**src/rtl/spi_irq_pkg.sv**
```systemverilog
package spi_irq_pkg;
    localparam int SRC_N   = 4;
    localparam int B_OVR   = 0;
    localparam int B_TMO   = 1;
    localparam int B_RXL   = 2;
    localparam int B_TXL   = 3;
    localparam int D_RXEN  = 0;
    localparam int D_TXEN  = 1;

    localparam logic [7:0] A_ENAB = 8'h14;
    localparam logic [7:0] A_RAW  = 8'h18;
    localparam logic [7:0] A_MSKD = 8'h1C;
    localparam logic [7:0] A_CLR  = 8'h20;
    localparam logic [7:0] A_DMA  = 8'h24;

    typedef struct packed {
        logic [SRC_N-1:0] enab;
        logic [1:0]       dma_en;
        logic             ovr;
        logic             tmo;
    } ctl_regs_t;
endpackage

```
**src/rtl/spi_rx_idle_timer.sv**
```systemverilog
module spi_rx_idle_timer #(
    parameter int LVL_W   = 4,
    parameter int LIMIT   = 32,
    localparam int CNT_W  = $clog2(LIMIT + 1)
) (
    input  logic             clk,
    input  logic             rst_n,
    input  logic [LVL_W-1:0] rx_level,
    input  logic             rx_push,
    input  logic             rx_pop,
    input  logic             bit_tick,
    output logic             hit
);
    typedef struct packed {
        logic [CNT_W-1:0] cnt;
    } tmr_t;

    tmr_t tmr_d, tmr_q;

    always_comb begin
        tmr_d = tmr_q;
        hit   = 1'b0;
        if (rx_level == '0 || rx_push || rx_pop) begin
            tmr_d.cnt = '0;
        end else if (bit_tick && tmr_q.cnt < CNT_W'(LIMIT)) begin
            tmr_d.cnt = tmr_q.cnt + 1'b1;
            hit       = (tmr_q.cnt == CNT_W'(LIMIT - 1));
        end
    end

    always_ff @(posedge clk or negedge rst_n) begin
        if (!rst_n) tmr_q <= '0;
        else        tmr_q <= tmr_d;
    end
endmodule

```
**src/rtl/spi_irq_regs.sv**
```systemverilog
module spi_irq_regs
    import spi_irq_pkg::*;
#(
    parameter int ADDR_W = 8,
    parameter int REG_W  = 32
) (
    input  logic              clk,
    input  logic              rst_n,
    input  logic              wr,
    input  logic [ADDR_W-1:0] addr,
    input  logic [REG_W-1:0]  wdata,
    output logic [REG_W-1:0]  rdata,
    input  logic              ovr_set,
    input  logic              tmo_set,
    input  logic              src_tx,
    input  logic              src_rx,
    output logic [SRC_N-1:0]  enab,
    output logic [1:0]        dma_en,
    output logic              ovr_flag,
    output logic              tmo_flag,
    output logic [SRC_N-1:0]  raw
);
    ctl_regs_t r_d, r_q;

    always_comb begin
        r_d = r_q;
        if (wr && addr == ADDR_W'(A_ENAB)) r_d.enab   = wdata[SRC_N-1:0];
        if (wr && addr == ADDR_W'(A_DMA))  r_d.dma_en = wdata[1:0];
        if (wr && addr == ADDR_W'(A_CLR)) begin
            if (wdata[B_OVR]) r_d.ovr = 1'b0;
            if (wdata[B_TMO]) r_d.tmo = 1'b0;
        end
        if (ovr_set) r_d.ovr = 1'b1;
        if (tmo_set) r_d.tmo = 1'b1;
    end

    always_ff @(posedge clk or negedge rst_n) begin
        if (!rst_n) r_q <= '0;
        else        r_q <= r_d;
    end

    always_comb begin
        raw        = '0;
        raw[B_OVR] = r_q.ovr;
        raw[B_TMO] = r_q.tmo;
        raw[B_RXL] = src_rx;
        raw[B_TXL] = src_tx;
    end

    always_comb begin
        rdata = '0;
        unique case (addr)
            ADDR_W'(A_ENAB): rdata[SRC_N-1:0] = r_q.enab;
            ADDR_W'(A_RAW):  rdata[SRC_N-1:0] = raw;
            ADDR_W'(A_MSKD): rdata[SRC_N-1:0] = raw & r_q.enab;
            ADDR_W'(A_DMA):  rdata[1:0]       = r_q.dma_en;
            default:         rdata            = '0;
        endcase
    end

    assign enab     = r_q.enab;
    assign dma_en   = r_q.dma_en;
    assign ovr_flag = r_q.ovr;
    assign tmo_flag = r_q.tmo;
endmodule

```
**src/rtl/spi_irq_dma_unit.sv**
```systemverilog
module spi_irq_dma_unit
    import spi_irq_pkg::*;
#(
    parameter int ADDR_W     = 8,
    parameter int REG_W      = 32,
    parameter int DEPTH      = 8,
    parameter int RX_THRESH  = 4,
    parameter int TX_THRESH  = 4,
    parameter int IDLE_BITS  = 32,
    localparam int LVL_W     = $clog2(DEPTH + 1)
) (
    input  logic              clk,
    input  logic              rst_n,
    input  logic              reg_wr,
    input  logic [ADDR_W-1:0] reg_addr,
    input  logic [REG_W-1:0]  reg_wdata,
    output logic [REG_W-1:0]  reg_rdata,
    input  logic [LVL_W-1:0]  tx_level,
    input  logic [LVL_W-1:0]  rx_level,
    input  logic              rx_overrun,
    input  logic              rx_push,
    input  logic              rx_pop,
    input  logic              bit_tick,
    output logic              irq,
    output logic              tx_dma_req,
    output logic              rx_dma_req
);
    logic             tmo_hit;
    logic             src_tx, src_rx;
    logic [SRC_N-1:0] enab_bits, raw_bits;
    logic [1:0]       dma_bits;
    logic             ovr_flag, tmo_flag;

    assign src_tx = (tx_level <= LVL_W'(TX_THRESH));
    assign src_rx = (rx_level >= LVL_W'(RX_THRESH));

    spi_rx_idle_timer #(.LVL_W(LVL_W), .LIMIT(IDLE_BITS)) timer_i (
        .clk      (clk),
        .rst_n    (rst_n),
        .rx_level (rx_level),
        .rx_push  (rx_push),
        .rx_pop   (rx_pop),
        .bit_tick (bit_tick),
        .hit      (tmo_hit)
    );

    spi_irq_regs #(.ADDR_W(ADDR_W), .REG_W(REG_W)) regs_i (
        .clk      (clk),
        .rst_n    (rst_n),
        .wr       (reg_wr),
        .addr     (reg_addr),
        .wdata    (reg_wdata),
        .rdata    (reg_rdata),
        .ovr_set  (rx_overrun),
        .tmo_set  (tmo_hit),
        .src_tx   (src_tx),
        .src_rx   (src_rx),
        .enab     (enab_bits),
        .dma_en   (dma_bits),
        .ovr_flag (ovr_flag),
        .tmo_flag (tmo_flag),
        .raw      (raw_bits)
    );

    assign irq        = |(raw_bits & enab_bits);
    assign tx_dma_req = dma_bits[D_TXEN] && (tx_level < LVL_W'(DEPTH));
    assign rx_dma_req = dma_bits[D_RXEN] && (rx_level != '0);
endmodule

```
**config.mk**
```make
export PLATFORM = sky130hd
export DESIGN_NAME = spi_irq_dma_unit
export DESIGN_NICKNAME = d
export VERILOG_FILES = /design/src/rtl/spi_irq_pkg.sv /design/src/rtl/spi_rx_idle_timer.sv /design/src/rtl/spi_irq_regs.sv /design/src/rtl/spi_irq_dma_unit.sv
export SDC_FILE = /design/constraint.sdc
export NUM_CORES = 1
export LEC_CHECK = 0
export ABC_AREA = 1
export BUFFER_PORTS_ARGS = -buffer_cell sky130_fd_sc_hd__clkbuf_2
export CAP_MARGIN = 40
export CORE_MARGIN = 2
export CORE_UTILIZATION = 25
export DETAILED_ROUTE_END_ITERATION = 7
export PLACE_DENSITY = 0.54
export SLEW_MARGIN = 20
export SYNTH_ARGS = -nofsm -noshare
export SYNTH_HDL_FRONTEND = slang
export SYNTH_SLANG_ARGS = --single-unit
```
**constraint.sdc**
```tcl
create_clock -name clk -period 1.3 [get_ports clk]
set_input_delay 0.325 -clock clk [delete_from_list [all_inputs] [get_ports clk]]
set_output_delay 0.325 -clock clk [all_outputs]
set_load 0.005 [all_outputs]
```
==> flow_summary.toml <==
[floorplanning]
rows = 25
die_area_sq_um = 5530
io_pins = 90
die_h_um = 74.4
initial_core_util_pct = 26.0
die-width_um = 74.4
coreArea_sq_um = 4750

[global_route]
antenna_found_initial = 0
grt_max_degree = 15
gr-usage-all-layers_pct = 9.36
grt-ovfl-total = 0
grt_pass1_wl_um = 4080
grt_pass1_vias = 974

[sta]
fin_ws_ns = -0.128
hold_ws_ns = -0.0154
fin_setup_tns_ns = -0.421
finalCriticalPeriod_ns = 1.43
finalSetupViolations = 5
fmax_ghz = 0.700
period_share_pct = 110
hold_viol_final = 14
report.final.slew_viol_count = 0
grt_setup_unrepaired = "true"
fin_skew_ns = 0.00460

[clocking]
root_buffer = "clkbuf_8"
clk_path_buf_depth = 2
cts.sinks = 14
clock_latency_ns = 0.24
path_clk_slew_ns = 0.06
cts_made_buffers = 3
cts_hold_buf = 0
cts_tree = "yes"
htreeDepth = 1

[power]
p_leak_nw = 0.944
power_frac_comb_pct = 26.2
power.total_mw = 1.08
p_per_area_nw_per_um2 = 594
power.internal_mw = 0.775
p_clk_share_pct = 31.4
p_sw_share_pct = 28.3
p_seq_share_pct = 42.4
p_switching_mw = 0.306
ir_drop_mv = 0.436

[logic_synthesis]
syn_inst = 180
synthesis.yosys.warnings = 0
seq_area_frac_synth_pct = 28.3
synth.distinct_cells = 25
ys_ff_latch = 14
netlist_area_sq_um = 1240
syn_area_per_cell_sq_um = 6.87

[detailed_routing]
ant_nets = 0
drtIter0Drc = 54
wl_met1_um = 1180
routedWlPerCell_um = 9.63
top_layer_used = "met4"
routed_wl_um = 2910
routed-via-count = 1167
wl_met3_um = 166
drt-pass1-iter-count = 4
viasPerCell = 3.86
wl_met2_um = 1560
drc_errors = 0

[setup_path]
path_common_cell = "nand2_1"
cp_slowest_cell = "dfrtp_1"
path_cells = "nand2_1 -> inv_2 -> nor3_2 -> nand2_1 -> clkbuf_2"
crit_type = "reg -> out"
slowest_delay_ns = 0.37
crit_required_ns = 0.98
startpoint_type = "register"
cp_top_family = "flip-flops"
end_kind = "output pin"
worstPathMaxFanout = 2
crit_buf_inv = 2
crit_arrival_ns = 1.10

[final_layout]
final_cell_area_sq_um = 1820
regArea_sq_um = 350
layout-drive-gt1-share_pct = 44.7
final_common_cell = "nand2_1"
syn2layout_area_growth_pct = 47.0
antennaDiodeCount = 0
multiInputGateArea_sq_um = 833
nets = 293
final_cell_mix = "34 x nand2_1, 28 x conb_1, 23 x clkbuf_2"
fillCellCount = 504

[placement]
placed_cell_area_sq_um = 1450
port_buffers = 33
place_congestion = 0.761
dp_hpwl_um = 2110

[flow_run]
drv_cap = 0

[hold_path]
min_path_type = "in -> async"

[status]
status = "finished, violations left"
violations = "hold timing, setup timing"
-- metrics by stage --
step / worst slack (ns) / utilization, % / hold WS [ns] / std cells
2_1_floorplan: 0.112 / - / 0.0294 / 207
3_3_place_gp: -0.150 / 30.6 / 0.257 / 289
3_5_place_dp: -0.139 / 30.6 / 0.256 / 289
4_1_cts: -0.128 / 32.9 / 0.00443 / 296
5_1_grt: -0.180 / 38.3 / 0.0272 / 302
6_report: -0.128 / 38.3 / -0.0154 / 302
-- power by group through the flow --
stage / clock network [mW] / logic, mW / registers [mW]
finish: 0.340 / 0.283 / 0.458
global route: 0.375 / 0.316 / 0.458
CTS: 0.354 / 0.215 / 0.457
detailed placement: 0 / 0.193 / 0.465
global placement: 0 / 0.192 / 0.465
floorplan: 0 / 0.161 / 0.462
-- cell type report --
| type | instances | area share (%) |
|---|---|---|
| Multi-Input combinational cell | 135 | 45.8 |
| Timing Repair Buffer | 52 | 20.4 |
| Sequential cell | 14 | 19.3 |
| Inverter | 31 | 7.63 |
| Tap cell | 67 | 4.61 |
| Clock buffer | 3 | 2.27 |
-- cell families after synthesis --
group	after synthesis	share of synthesized area, %
adder cells (fa/ha/maj)	1	1.01
AO/OA/AOI/OAI	10	4.55
AND/OR/NAND/NOR	94	38.7
XOR/XNOR	1	0.708
buffers and inverters	59	26.4
other	1	0.303
flip-flops	14	28.3
-- per-layer routing --
metal	vias to the layer above	GRT usage (%)
met2	38	16.9
li1	611	-
met5	-	0
met1	516	12.0
met4	0	2.38
met3	2	0.949
-- path summary, 6_finish.rpt --
| kind | start | to | slack, ns | cells after the start |
|---|---|---|---|---|
| setup / recovery | regs_i.enab[0] | irq | -0.13 | 5 |
| min in group clk | rx_overrun | regs_i.ovr_flag | 0.27 | 3 |
| setup reg to reg | timer_i.tmr_q[0] | regs_i.tmo_flag | 0.21 | 5 |
| hold / removal | rst_n | timer_i.tmr_q[1] | -0.02 | 1 |
| max in group asynchronous | rst_n | regs_i.tmo_flag | 1.05 | 1 |
| hold reg to reg | timer_i.tmr_q[5] | timer_i.tmr_q[5] | 0.52 | 2 |
-- registers in the layout (all words and copies together) (netlist names) --
| name | count |
|---|---|
| regs_i.ovr_flag | 1 |
| timer_i.tmr_q | 6 |
| regs_i.dma_en | 2 |
| regs_i.enab | 4 |
| regs_i.tmo_flag | 1 |
-- synth_stat cells, drive strengths merged --
master	number	area [sq um]
nand2	43	189
inv	30	113
buf	28	210
nand3	24	138
nor2	21	114
dfrtp	14	350
o21ai	7	38.8
a21oi	2	10.0
nor3	2	10.0
nor3b	2	15.0
a21boi	1	7.51
clkinv	1	3.75
conb	1	3.75
ha	1	12.5
nand3b	1	7.51
nand4	1	6.26
xor2	1	8.76
-- timing repair --
item,CTS,global route
setup buffers,3,6
cloned,1,0
setup endpoints to repair,6,7
gates resized for setup,12,62
pin swaps,10,27
Power figures use the tool's default switching activity.
